--- src/rtl/ptmr_pkg.sv ---
package ptmr_pkg;
    timeunit 1ns;
    timeprecision 1ps;

    localparam int unsigned DATA_W = 8;

    // Bit positions that software decodes in the status/control register.
    localparam int unsigned BIT_OVF_FLAG = 7;
    localparam int unsigned BIT_RTI_FLAG = 6;
    localparam int unsigned BIT_OVF_IE   = 5;
    localparam int unsigned BIT_RTI_IE   = 4;

    localparam logic ADDR_CTL = 1'b0;
    localparam logic ADDR_CNT = 1'b1;

    typedef enum logic [1:0] {
        RATE_X1 = 2'b00,
        RATE_X2 = 2'b01,
        RATE_X4 = 2'b10,
        RATE_X8 = 2'b11
    } rti_rate_e;

    typedef struct packed {
        logic      ovf_flag;
        logic      rti_flag;
        logic      ovf_ie;
        logic      rti_ie;
        rti_rate_e rate;
    } ctl_s;
endpackage

--- src/rtl/ptmr_divchain.sv ---
module ptmr_divchain #(
    parameter int unsigned PRE_BITS  = 2,
    parameter int unsigned CNT_BITS  = 15,
    parameter int unsigned OVF_STAGE = 8
) (
    input  logic                       clk,
    input  logic                       rst_n,
    output logic [ptmr_pkg::DATA_W-1:0] cnt_byte,
    output logic                       ovf_tick,
    output logic [3:0]                 rti_tick
);
    timeunit 1ns;
    timeprecision 1ps;

    localparam int unsigned TOT_BITS = PRE_BITS + CNT_BITS;
    localparam int unsigned OVF_W    = PRE_BITS + OVF_STAGE;
    localparam int unsigned RTI_BASE = TOT_BITS - 3;

    // Prescaler occupies the low PRE_BITS, the chain the rest.
    logic [TOT_BITS-1:0] count_d, count_q;

    always_comb begin
        count_d = count_q + TOT_BITS'(1);
    end

    always_ff @(posedge clk) begin
        if (!rst_n) count_q <= '0;
        else        count_q <= count_d;
    end

    assign cnt_byte = count_q[PRE_BITS +: ptmr_pkg::DATA_W];

    // A tick is the cycle before a wrap of the low stages.
    assign ovf_tick = &count_q[OVF_W-1:0];

    for (genvar r = 0; r < 4; r++) begin : g_rti
        assign rti_tick[r] = &count_q[RTI_BASE+r-1:0];
    end
endmodule

--- src/rtl/ptmr_regs.sv ---
module ptmr_regs (
    input  logic                        clk,
    input  logic                        rst_n,
    input  logic                        wr,
    input  logic                        addr,
    input  logic [ptmr_pkg::DATA_W-1:0] wdata,
    output logic [ptmr_pkg::DATA_W-1:0] rdata,
    input  logic [ptmr_pkg::DATA_W-1:0] cnt_byte,
    input  logic                        ovf_tick,
    input  logic [3:0]                  rti_tick,
    output logic                        rti_sel_tick,
    output logic                        irq,
    output logic                        ovf_flag,
    output logic                        rti_flag,
    output logic                        ovf_ie,
    output logic                        rti_ie,
    output logic [1:0]                  rate
);
    timeunit 1ns;
    timeprecision 1ps;
    import ptmr_pkg::*;

    ctl_s ctl_d, ctl_q;
    logic ctl_wr;
    logic unused_wbits;

    assign unused_wbits = ^wdata[3:2];
    assign rti_sel_tick = rti_tick[ctl_q.rate];

    always_comb begin
        ctl_d  = ctl_q;
        ctl_wr = wr && (addr == ADDR_CTL);
        if (ctl_wr) begin
            ctl_d.ovf_ie = wdata[BIT_OVF_IE];
            ctl_d.rti_ie = wdata[BIT_RTI_IE];
            ctl_d.rate   = rti_rate_e'(wdata[1:0]);
            if (wdata[BIT_OVF_FLAG]) ctl_d.ovf_flag = 1'b0;
            if (wdata[BIT_RTI_FLAG]) ctl_d.rti_flag = 1'b0;
        end
        // Set events take priority over a same-cycle acknowledge.
        if (ovf_tick)     ctl_d.ovf_flag = 1'b1;
        if (rti_sel_tick) ctl_d.rti_flag = 1'b1;
    end

    always_ff @(posedge clk) begin
        if (!rst_n) ctl_q <= '{ovf_flag: 1'b0, rti_flag: 1'b0, ovf_ie: 1'b0,
                               rti_ie: 1'b0, rate: RATE_X8};
        else        ctl_q <= ctl_d;
    end

    always_comb begin
        if (addr == ADDR_CTL)
            rdata = {ctl_q.ovf_flag, ctl_q.rti_flag, ctl_q.ovf_ie, ctl_q.rti_ie,
                     2'b00, ctl_q.rate};
        else
            rdata = cnt_byte;
    end

    assign irq      = (ctl_q.ovf_flag & ctl_q.ovf_ie) | (ctl_q.rti_flag & ctl_q.rti_ie);
    assign ovf_flag = ctl_q.ovf_flag;
    assign rti_flag = ctl_q.rti_flag;
    assign ovf_ie   = ctl_q.ovf_ie;
    assign rti_ie   = ctl_q.rti_ie;
    assign rate     = ctl_q.rate;
endmodule

--- src/rtl/ptmr_watchdog.sv ---
module ptmr_watchdog #(
    parameter int unsigned WD_TICKS = 8
) (
    input  logic clk,
    input  logic rst_n,
    input  logic tick,
    input  logic clear,
    output logic bite
);
    timeunit 1ns;
    timeprecision 1ps;

    localparam int unsigned WD_BITS = (WD_TICKS > 2) ? $clog2(WD_TICKS) : 1;
    localparam logic [WD_BITS-1:0] LAST = WD_BITS'(WD_TICKS - 1);

    typedef struct packed {
        logic [WD_BITS-1:0] cnt;
        logic               bite;
    } wd_s;

    wd_s wd_d, wd_q;

    always_comb begin
        wd_d      = wd_q;
        wd_d.bite = 1'b0;
        if (clear) begin
            wd_d.cnt = '0;
        end else if (tick) begin
            if (wd_q.cnt == LAST) begin
                wd_d.cnt  = '0;
                wd_d.bite = 1'b1;
            end else begin
                wd_d.cnt = wd_q.cnt + WD_BITS'(1);
            end
        end
    end

    always_ff @(posedge clk) begin
        if (!rst_n) wd_q <= '0;
        else        wd_q <= wd_d;
    end

    assign bite = wd_q.bite;
endmodule

--- src/rtl/ptmr_timer.sv ---
module ptmr_timer #(
    parameter int unsigned PRE_BITS = 2,
    parameter int unsigned CNT_BITS = 15,
    parameter int unsigned WD_TICKS = 8
) (
    input  logic       clk,
    input  logic       rst_n,
    input  logic       reg_wr,
    input  logic       reg_addr,
    input  logic [7:0] reg_wdata,
    output logic [7:0] reg_rdata,
    input  logic       wd_clear,
    output logic       irq,
    output logic       wd_reset_req
);
    timeunit 1ns;
    timeprecision 1ps;

    localparam int unsigned OVF_STAGE = ptmr_pkg::DATA_W;

    logic [7:0] cnt_byte;
    logic       ovf_tick;
    logic [3:0] rti_tick;
    logic       rti_sel_tick;
    logic       ovf_flag, rti_flag, ovf_ie, rti_ie;
    logic [1:0] rate;

    ptmr_divchain #(
        .PRE_BITS (PRE_BITS),
        .CNT_BITS (CNT_BITS),
        .OVF_STAGE(OVF_STAGE)
    ) u_chain (
        .clk     (clk),
        .rst_n   (rst_n),
        .cnt_byte(cnt_byte),
        .ovf_tick(ovf_tick),
        .rti_tick(rti_tick)
    );

    ptmr_regs u_regs (
        .clk         (clk),
        .rst_n       (rst_n),
        .wr          (reg_wr),
        .addr        (reg_addr),
        .wdata       (reg_wdata),
        .rdata       (reg_rdata),
        .cnt_byte    (cnt_byte),
        .ovf_tick    (ovf_tick),
        .rti_tick    (rti_tick),
        .rti_sel_tick(rti_sel_tick),
        .irq         (irq),
        .ovf_flag    (ovf_flag),
        .rti_flag    (rti_flag),
        .ovf_ie      (ovf_ie),
        .rti_ie      (rti_ie),
        .rate        (rate)
    );

    ptmr_watchdog #(
        .WD_TICKS(WD_TICKS)
    ) u_wdog (
        .clk  (clk),
        .rst_n(rst_n),
        .tick (rti_sel_tick),
        .clear(wd_clear),
        .bite (wd_reset_req)
    );
endmodule

--- config.mk ---
export PLATFORM = sky130hd
export DESIGN_NAME = ptmr_timer
export DESIGN_NICKNAME = d
export VERILOG_FILES = /design/src/rtl/ptmr_pkg.sv /design/src/rtl/ptmr_divchain.sv /design/src/rtl/ptmr_regs.sv /design/src/rtl/ptmr_watchdog.sv /design/src/rtl/ptmr_timer.sv
export SDC_FILE = /design/constraint.sdc
export NUM_CORES = 1
export LEC_CHECK = 0
export BUFFER_PORTS_ARGS = -buffer_cell sky130_fd_sc_hd__clkbuf_2
export CELL_PAD_IN_SITES_DETAIL_PLACEMENT = 1
export CELL_PAD_IN_SITES_GLOBAL_PLACEMENT = 1
export CORE_ASPECT_RATIO = 0.9
export CORE_MARGIN = 5
export CORE_UTILIZATION = 35
export CTS_CLUSTER_DIAMETER = 200
export CTS_CLUSTER_SIZE = 12
export DETAILED_ROUTE_END_ITERATION = 7
export HOLD_SLACK_MARGIN = 0.06
export PLACE_DENSITY = 0.79
export RECOVER_POWER = 100
export SLEW_MARGIN = 20
export SYNTH_ARGS = -nofsm -noshare
export SYNTH_HDL_FRONTEND = slang
export SYNTH_HIERARCHICAL = 1
export SYNTH_SLANG_ARGS = --single-unit
--- constraint.sdc ---
create_clock -name clk -period 2.8 [get_ports clk]
set_input_delay 0.28 -clock clk [delete_from_list [all_inputs] [get_ports clk]]
set_output_delay 0.28 -clock clk [all_outputs]
set_load 0.01 [all_outputs]
==> results.yml, run 1 <==
sta:
  fin_skew_ns: 0.00360
  worstMarginPinSlew_ns: 0.763
  slew_headroom: 0.491
  fin_crit_ns: 2.54
  rsz0062_at_grt: "false"
  drv_slew: 0
  setup_viol: 0
  hold_violations: 0
  fin_setup_tns_ns: 0
  fmax_ghz: 0.394
  fin_crit_sh: 0.905
global_routing:
  grt_pass1_vias: 1121
  grtUsageTotal: 0.121
  antenna_found_initial: 0
  gr-total-overflow: 0
  grt_pass1_wl_um: 5010
  grt_max_degree: 21
yosys:
  synth-seq-area-share: 0.398
  synth_seq_cells: 27
  synth_flop_cell: "dfxtp_1"
  synth.avg_cell_area_sq_um: 9.70
  syn_nets: 157
  syn_area_sq_um: 1360
  syn_inst: 140
  yosysWarnings: 6
  synth_cell_type_count: 36
  synth-edff-count: 0
  async_flop_share: 0
power_and_ir_drop:
  internal_power_uw: 511
  pwr-share-clk: 0.330
  p_leak_uw: 0.000552
  vdd_drop_max_uv: 210
  pwr-share-comb: 0.065
  switching_share: 0.223
  seq_power_share: 0.605
  powerDensity_nw_per_um2: 447
  p_sw_uw: 147
layout:
  syn_to_final_growth_pct: 8.39
  fin_nets: 172
  antenna_cells: 0
  final_cell_mix: "dfxtp_1, clkbuf_1, nand2_1"
  final_common_cell: "dfxtp_1"
  drive_above_1_share: 0.149
  fillers: 451
  final_area_sq_um: 1470
clock_network:
  cts.sink_count: 27
  cts_buffers: 3
  htree_levels: 1
  clockBufferDepth: 2
  cts_resized: 0
  insertion_delay_ns: 0.27
  cts_tree: "built"
  root_buffer: "clkbuf_8"
  path_clk_slew_ns: 0.09
  holdBufCountCts: 0
  cts_setup_buffers: 0
hold_path:
  hold_class: "in -> reg"
  min_delay_path_depth: 3
drt:
  postRouteWirelength_um: 2900
  drtIter0Drc: 45
  wl_per_cell_um: 14.5
  drcViolationCount: 0
  dr.pass1.iters: 4
  viasPerCell: 5.18
  vias: 1036
  antenna_left: 0
critical_path:
  end_kind: "register"
  path_buf_inv: 0
  crit_arrival_ns: 2.74
  crit_chain: "ha_1 > nand4_4 > nor4_4 > and3_1 > ha_1 > mux4_2 > or3b_1 > a21oi_1"
  startpoint_type: "register"
  reg2reg_setup_slack_ns: 0.26
  cp.required_ns: 3.00
  cp_slowest_cell: "dfxtp_1"
  path_class: "reg -> reg"
  critPathTopFamily: "simple AND/OR/NAND/NOR gates"
  crit_top_cell: "ha_1"
  max_stage_delay_ns: 0.41
  path_depth: 8
  crit_fanout: 8
  rr_worst_depth: 8
placed_design:
  postPlaceCellArea_sq_um: 1450
  post-dp-hpwl_um: 2240
  gp_congestion: 0.771
  io_buffers: 20
floorplanning:
  ioPinCount: 23
  die_w_um: 75.7
  dieHeight_um: 69.1
  rows: 21
  die-area_sq_um: 5230
  core_area_sq_um: 3730
  initial_core_util: 0.364
flow_run:
  drv_cap: 0
run_status:
  outcome: "finished clean"
==> per-layer routing <==
metal	wire length, um	global-route usage	vias to the layer above
met5	0	0	-
met4	12	0.0175	0
met1	1330	0.153	498
met3	144	0.0392	2
li1	-	-	515
met2	1410	0.202	21
==> sequential cells by signal, summed over array words and instances, names as in the netlist <==
name and count:
u_chain/count_q 17, u_wdog/wd_q 3, u_regs/rate 2, u_regs/ovf_flag 1, u_regs/ovf_ie 1, u_regs/rti_flag 1
u_regs/rti_ie 1, u_wdog/bite 1
==> power by group through the flow <==
stage	Clock [uW]	Combinational, uW	Sequential, uW
2_1_floorplan	0	29.7	405
3_5_place_dp	0	45.1	407
6_report	217	42.6	398
5_1_grt	243	48.1	399
4_1_cts	232	45.3	398
3_3_place_gp	0	42.7	407
==> worst register-to-register path, delay by kind of cell, from the launching register on <==
kind | cells | cell delay [ns]
compound gates | 1 | 0.13
fa+ha+maj | 2 | 0.44
flops | 1 | 0.41
mux | 1 | 0.31
simple gates | 4 | 1.19
==> cell families (layout without fill, tap and decap cells) <==
family	count (synthesis)	count (layout)	share of synthesized area
buffers and inverters	15	29	0.0654
AND/OR/NAND/NOR	55	55	0.248
AO/OA/AOI/OAI	18	18	0.0848
multiplexers	18	18	0.147
XOR/XNOR	3	3	0.0194
adder cells (fa/ha/maj)	4	4	0.0369
flip-flops	27	27	0.398
==> stage by stage <==
step / hold slack, ns / total power (uW) / std cells / setup WS, ns / utilization
floorplan: 0.342 / 435 / 140 / 0.540 / -
global placement: 0.453 / 449 / 196 / 0.401 / 0.388
detailed placement: 0.469 / 452 / 196 / 0.273 / 0.388
CTS: 0.212 / 676 / 200 / 0.253 / 0.400
global route: 0.219 / 690 / 200 / 0.0968 / 0.394
finish: 0.221 / 658 / 200 / 0.265 / 0.394
==> area by class of cell <==
| class | instances | area (sq um) | share of cell area |
|---|---|---|---|
| inverter | 4 | 15.0 | 0.0102 |
| clock buffer | 4 | 45.0 | 0.0306 |
| tap | 46 | 57.6 | 0.0391 |
| sequential | 27 | 541 | 0.367 |
| timing repair buffer | 21 | 93.8 | 0.0638 |
| multi-input combinational | 98 | 719 | 0.489 |
==> cell usage after synthesis, types with 4 or more instances <==
library cell | instances | area share
a21oi_1 | 6 | 0.022
and2_1 | 5 | 0.023
buf_4 | 8 | 0.044
dfxtp_1 | 27 | 0.40
ha_1 | 4 | 0.037
mux2_2 | 6 | 0.050
mux2i_1 | 11 | 0.081
nand2_1 | 12 | 0.033
nand2b_1 | 6 | 0.028
nand3_1 | 4 | 0.015
nor2_1 | 7 | 0.019
==> worst paths after layout <==
path	start	endpoint
worst max register to register	u_chain/count_q[0]$_SDFF_PN0_	u_wdog/wd_q[1]$_SDFFE_PP0P_
worst min-delay path	reg_wdata[0]	u_regs/rate[0]$_SDFFE_PN1P_
worst max-delay path	u_chain/count_q[0]$_SDFF_PN0_	u_wdog/wd_q[1]$_SDFFE_PP0P_
worst min register to register	u_chain/count_q[15]$_SDFF_PN0_	u_chain/count_q[15]$_SDFF_PN0_
Power figures use the tool's default switching activity.
==> run 2: changes to the inputs <==
--- a/config.mk
+++ b/config.mk
@@ -15,8 +15,9 @@
 export CTS_CLUSTER_SIZE = 12
 export DETAILED_ROUTE_END_ITERATION = 7
 export HOLD_SLACK_MARGIN = 0.06
-export PLACE_DENSITY = 0.79
+export PLACE_DENSITY = 0.72
 export RECOVER_POWER = 100
+export REMOVE_ABC_BUFFERS = 1
 export SLEW_MARGIN = 20
 export SYNTH_ARGS = -nofsm -noshare
 export SYNTH_HDL_FRONTEND = slang
==> results.yml, run 2 (synthesis gave the netlist of run 1 again) <==
clock_network:
  cts_resized: 0
  cts.sink_count: 27
  insertion_delay_ns: 0.27
  cts_setup_buffers: 0
  htree_levels: 1
  cts_buffers: 3
  cts_tree: "built"
  path_clk_slew_ns: 0.10
  holdBufCountCts: 0
  clockBufferDepth: 2
  root_buffer: "clkbuf_8"
sta:
  drv_slew: 0
  fin_setup_tns_ns: 0
  setup_viol: 0
  fin_crit_ns: 2.54
  hold_violations: 0
  rsz0062_at_grt: "false"
  fmax_ghz: 0.393
  fin_skew_ns: 0.00850
  worstMarginPinSlew_ns: 0.805
  slew_headroom: 0.463
  fin_crit_sh: 0.909
power_and_ir_drop:
  vdd_drop_max_uv: 282
  powerDensity_nw_per_um2: 448
  power_uw: 660
  p_leak_uw: 0.000556
critical_path:
  cp.required_ns: 3.01
  crit_arrival_ns: 2.75
  crit_fanout: 8
  reg2reg_setup_slack_ns: 0.26
  rr_worst_depth: 8
  path_class: "reg -> reg"
  startpoint_type: "register"
  r2r-end: "u_wdog/wd_q[1]$_SDFFE_PP0P_"
  worst_r2r_startpoint: "u_chain/count_q[0]$_SDFF_PN0_"
  end_kind: "register"
hold_path:
  min_from: "reg_wdata[1]"
  min_delay_worst_endpoint: "u_regs/rate[1]$_SDFFE_PN1P_"
  hold_class: "in -> reg"
  min_delay_path_depth: 3
global_routing:
  grt_pass1_vias: 1073
  top_usage_layer: "met2"
  grt_max_degree: 21
  antenna_found_initial: 0
  grt_use_met1: 0.146
  gr-total-overflow: 0
  grtUsageMet3: 0.0378
  met2_usage: 0.212
  grtUsageTotal: 0.121
  grt_pass1_wl_um: 5040
layout:
  final_cell_mix: "dfxtp_1, nand2_1, clkbuf_1, mux2i_1, clkbuf_2"
  stdcell_count: 200
  fillers: 455
  final_common_cell: "dfxtp_1"
  antenna_cells: 0
  fin_nets: 172
  syn_to_final_growth_pct: 8.48
  drive_above_1_share: 0.156
  post-route-util: 0.395
  largest_reg_flops: 17
  largest-register: "u_chain/count_q"
floorplanning:
  rows: 21
  die-area_sq_um: 5230
  dieHeight_um: 69.1
  ioPinCount: 23
  core_area_sq_um: 3730
  initial_core_util: 0.364
  die_w_um: 75.7
drt:
  dr.pass1.iters: 4
  viasPerCell: 5.15
  drtIter0Drc: 41
  wl_per_cell_um: 15.4
  postRouteWirelength_um: 3080
  drcViolationCount: 0
  vias: 1029
  antenna_left: 0
placed_design:
  gp_congestion: 0.775
  dp.cells: 196
  post-dp-hpwl_um: 2400
  io_buffers: 20
run_status:
  outcome: "finished clean"
flow_run:
  drv_cap: 0
run 2: worst max-delay path, stage by stage (launching register included):
cell and delay (ns):
dfxtp_1 0.41, ha_1 0.29, nand4_4 0.20, nor4_4 0.40
and3_1 0.24, ha_1 0.15, mux4_2 0.31, or3b_1 0.36
a21oi_1 0.12
run 2: layer usage:
metal	part of all wire	wire [um]
met1	0.45	1390
met4	0.0039	12
met3	0.048	148
met2	0.50	1530
met5	0	0
run 2: layout make-up:
class / count / area (sq um) / area share
Clock buffer: 3 / 41.3 / 0.0280
Clock inverter: 1 / 5.00 / 0.00340
Inverter: 4 / 15.0 / 0.0102
Multi-Input combinational cell: 98 / 719 / 0.489
Sequential cell: 27 / 541 / 0.367
Tap cell: 46 / 57.6 / 0.0391
Timing Repair Buffer: 21 / 93.8 / 0.0637
run 2: stage by stage:
stage / setup slack [ns] / cell area [sq um] / hold slack, ns
2_1_floorplan: 0.540 / 1280 / 0.342
3_3_place_gp: 0.388 / 1450 / 0.457
3_5_place_dp: 0.245 / 1450 / 0.482
4_1_cts: 0.237 / 1500 / 0.245
5_1_grt: 0.0662 / 1470 / 0.254
6_report: 0.256 / 1470 / 0.243
run 2: how the worst max path moves through the flow:
stage                                   from                          end  slack [ns]
4_1_cts        u_chain/count_q[0]$_SDFF_PN0_  u_wdog/wd_q[1]$_SDFFE_PP0P_        0.24
3_5_place_dp   u_chain/count_q[0]$_SDFF_PN0_  u_wdog/wd_q[1]$_SDFFE_PP0P_        0.25
3_3_place_gp   u_chain/count_q[0]$_SDFF_PN0_  u_wdog/wd_q[1]$_SDFFE_PP0P_        0.39
5_1_grt        u_chain/count_q[0]$_SDFF_PN0_  u_wdog/wd_q[1]$_SDFFE_PP0P_        0.07
2_1_floorplan  u_chain/count_q[0]$_SDFF_PN0_  u_wdog/wd_q[1]$_SDFFE_PP0P_        0.54
6_report       u_chain/count_q[0]$_SDFF_PN0_  u_wdog/wd_q[1]$_SDFFE_PP0P_        0.26
run 2: where the power goes:
group / total, uW / switching, uW / internal [uW]
logic: 43.3 / 24.2 / 19.1
registers: 398 / 7.75 / 390
clock network: 219 / 119 / 99.6
total: 660 / 151 / 509
==> run 3: changes to the inputs <==
--- a/config.mk
+++ b/config.mk
@@ -16,8 +16,6 @@
 export DETAILED_ROUTE_END_ITERATION = 7
 export HOLD_SLACK_MARGIN = 0.06
 export PLACE_DENSITY = 0.72
-export RECOVER_POWER = 100
-export REMOVE_ABC_BUFFERS = 1
 export SLEW_MARGIN = 20
 export SYNTH_ARGS = -nofsm -noshare
 export SYNTH_HDL_FRONTEND = slang
==> results.yml, run 3 (synthesis gave the netlist of run 1 again) <==
run_status:
  outcome: "finished clean"
power_and_ir_drop:
  vdd_drop_max_uv: 261
  powerDensity_nw_per_um2: 449
  p_leak_uw: 0.000587
critical_path:
  crit_arrival_ns: 2.72
  crit_chain: "ha_1 > nand4_4 > nor4_4 > and3_1 > ha_1 > mux4_2 > or3b_1 > a21oi_2"
  end_kind: "register"
  worst_r2r_startpoint: "u_chain/count_q[0]$_SDFF_PN0_"
  path_class: "reg -> reg"
  cp.required_ns: 3.02
  rr_worst_depth: 8
  reg2reg_setup_slack_ns: 0.30
  startpoint_type: "register"
  max_stage_delay_ns: 0.41
  cp_slowest_cell: "dfxtp_1"
  crit_start: "u_chain/count_q[0]$_SDFF_PN0_"
  worstSetupEndpoint: "u_wdog/wd_q[1]$_SDFFE_PP0P_"
  crit_fanout: 8
  crit_top_cell: "ha_1"
  r2r-end: "u_wdog/wd_q[1]$_SDFFE_PP0P_"
drt:
  vias: 1018
  dr.pass1.iters: 2
  wl_per_cell_um: 14.5
  drcViolationCount: 0
  drtIter0Drc: 44
  postRouteWirelength_um: 2890
  viasPerCell: 5.12
  antenna_left: 0
layout:
  largest_reg_flops: 17
  drive_above_1_share: 0.242
  post-route-util: 0.399
  syn_to_final_growth_pct: 9.59
  final_common_cell: "dfxtp_1"
  fin_nets: 171
  antenna_cells: 0
  final_cell_mix: "dfxtp_1, clkbuf_2, nand2_1"
  largest-register: "u_chain/count_q"
  final_area_sq_um: 1490
clock_network:
  cts_buffers: 3
  clockBufferDepth: 2
  htree_levels: 1
  cts.sink_count: 27
  cts_resized: 0
  cts_setup_buffers: 0
  cts_tree: "built"
  insertion_delay_ns: 0.28
  root_buffer: "clkbuf_8"
  path_clk_slew_ns: 0.10
  holdBufCountCts: 0
placed_design:
  io_buffers: 20
  post-dp-hpwl_um: 2260
  gp_congestion: 0.699
  postPlaceCellArea_sq_um: 1440
floorplanning:
  rows: 21
  core_area_sq_um: 3730
  dieHeight_um: 69.1
  initial_core_util: 0.364
  ioPinCount: 23
  die_w_um: 75.7
  die-area_sq_um: 5230
global_routing:
  grt_pass1_wl_um: 4970
  grtUsageTotal: 0.120
  gr-total-overflow: 0
  antenna_found_initial: 0
  grt_pass1_vias: 1048
  grt_max_degree: 21
sta:
  setup_viol: 0
  fin_crit_ns: 2.50
  rsz0062_at_grt: "false"
  worstMarginPinSlew_ns: 0.700
  fin_crit_sh: 0.892
  fmax_ghz: 0.400
  fin_skew_ns: 0.00775
  hold_ws_ns: 0.229
  fin_setup_tns_ns: 0
  slew_headroom: 0.532
  hold_violations: 0
  drv_slew: 0
hold_path:
  hold_class: "in -> reg"
flow_run:
  drv_cap: 0
[run 3: cell count changes in the layout (fill, tap and decap cells not counted)]
| cell | previous run | this run |
|---|---|---|
| clkbuf_1 | 11 | 0 |
| clkbuf_2 | 9 | 20 |
| a21oi_1 | 7 | 6 |
| a21oi_2 | 0 | 1 |
| and2_0 | 1 | 0 |
| and2_1 | 4 | 5 |
| buf_4 | 1 | 0 |
| inv_1 | 4 | 3 |
| inv_2 | 0 | 1 |
| nand3_1 | 5 | 4 |
| nand3_2 | 0 | 1 |
[run 3: cell type report]
type                       instances  area, sq um
tap                               46         57.6
inverter                           4         15.0
multi-input combinational         98          728
clock inverter                     1         5.00
timing repair buffer              20          100
clock buffer                       3         41.3
fill                             443         2240
sequential                        27          541
[run 3: routing by layer]
metal	track usage	part of all wire	vias to the layer above
li1	-	-	514
met1	0.157	0.46	483
met2	0.192	0.48	19
met3	0.0422	0.058	2
met4	0.0194	0.0042	0
met5	0	0	-
[run 3: worst min path at each step]
stage	from	endpoint	slack (ns)	cells after the start
CTS	reg_wdata[0]	u_regs/rate[0]$_SDFFE_PN1P_	0.23	3
global route	reg_wdata[1]	u_regs/rate[1]$_SDFFE_PN1P_	0.22	3
global placement	u_chain/count_q[15]$_SDFF_PN0_	u_chain/count_q[15]$_SDFF_PN0_	0.46	2
detailed placement	u_chain/count_q[15]$_SDFF_PN0_	u_chain/count_q[15]$_SDFF_PN0_	0.47	2
finish	reg_wdata[0]	u_regs/rate[0]$_SDFFE_PN1P_	0.23	3
floorplan	rst_n	u_regs/rate[0]$_SDFFE_PN1P_	0.34	1
[run 3: report_power, final]
part | total (uW) | switching (uW) | internal [uW] | leakage, uW
sequential | 399 | 8.27 | 390 | 0.000219
clock | 225 | 125 | 99.8 | 0.0000255
combinational | 44.1 | 23.8 | 20.3 | 0.000343
total | 667 | 157 | 510 | 0.000587
[run 3: through the flow]
step / power, uW / setup slack (ns) / std cells
3_5_place_dp: 453 / 0.273 / 195
3_3_place_gp: 450 / 0.394 / 195
2_1_floorplan: 435 / 0.540 / 140
5_1_grt: 700 / 0.144 / 199
6_report: 667 / 0.303 / 199
4_1_cts: 673 / 0.274 / 199
[run 3: critical path, delay by kind of cell, from the launching register on]
family                   cells  cell delay [ns]
AND/OR/NAND/NOR              4             1.17
adder cells (fa/ha/maj)      2             0.43
flip-flops                   1             0.41
multiplexers                 1             0.32
AO/OA/AOI/OAI                1             0.12
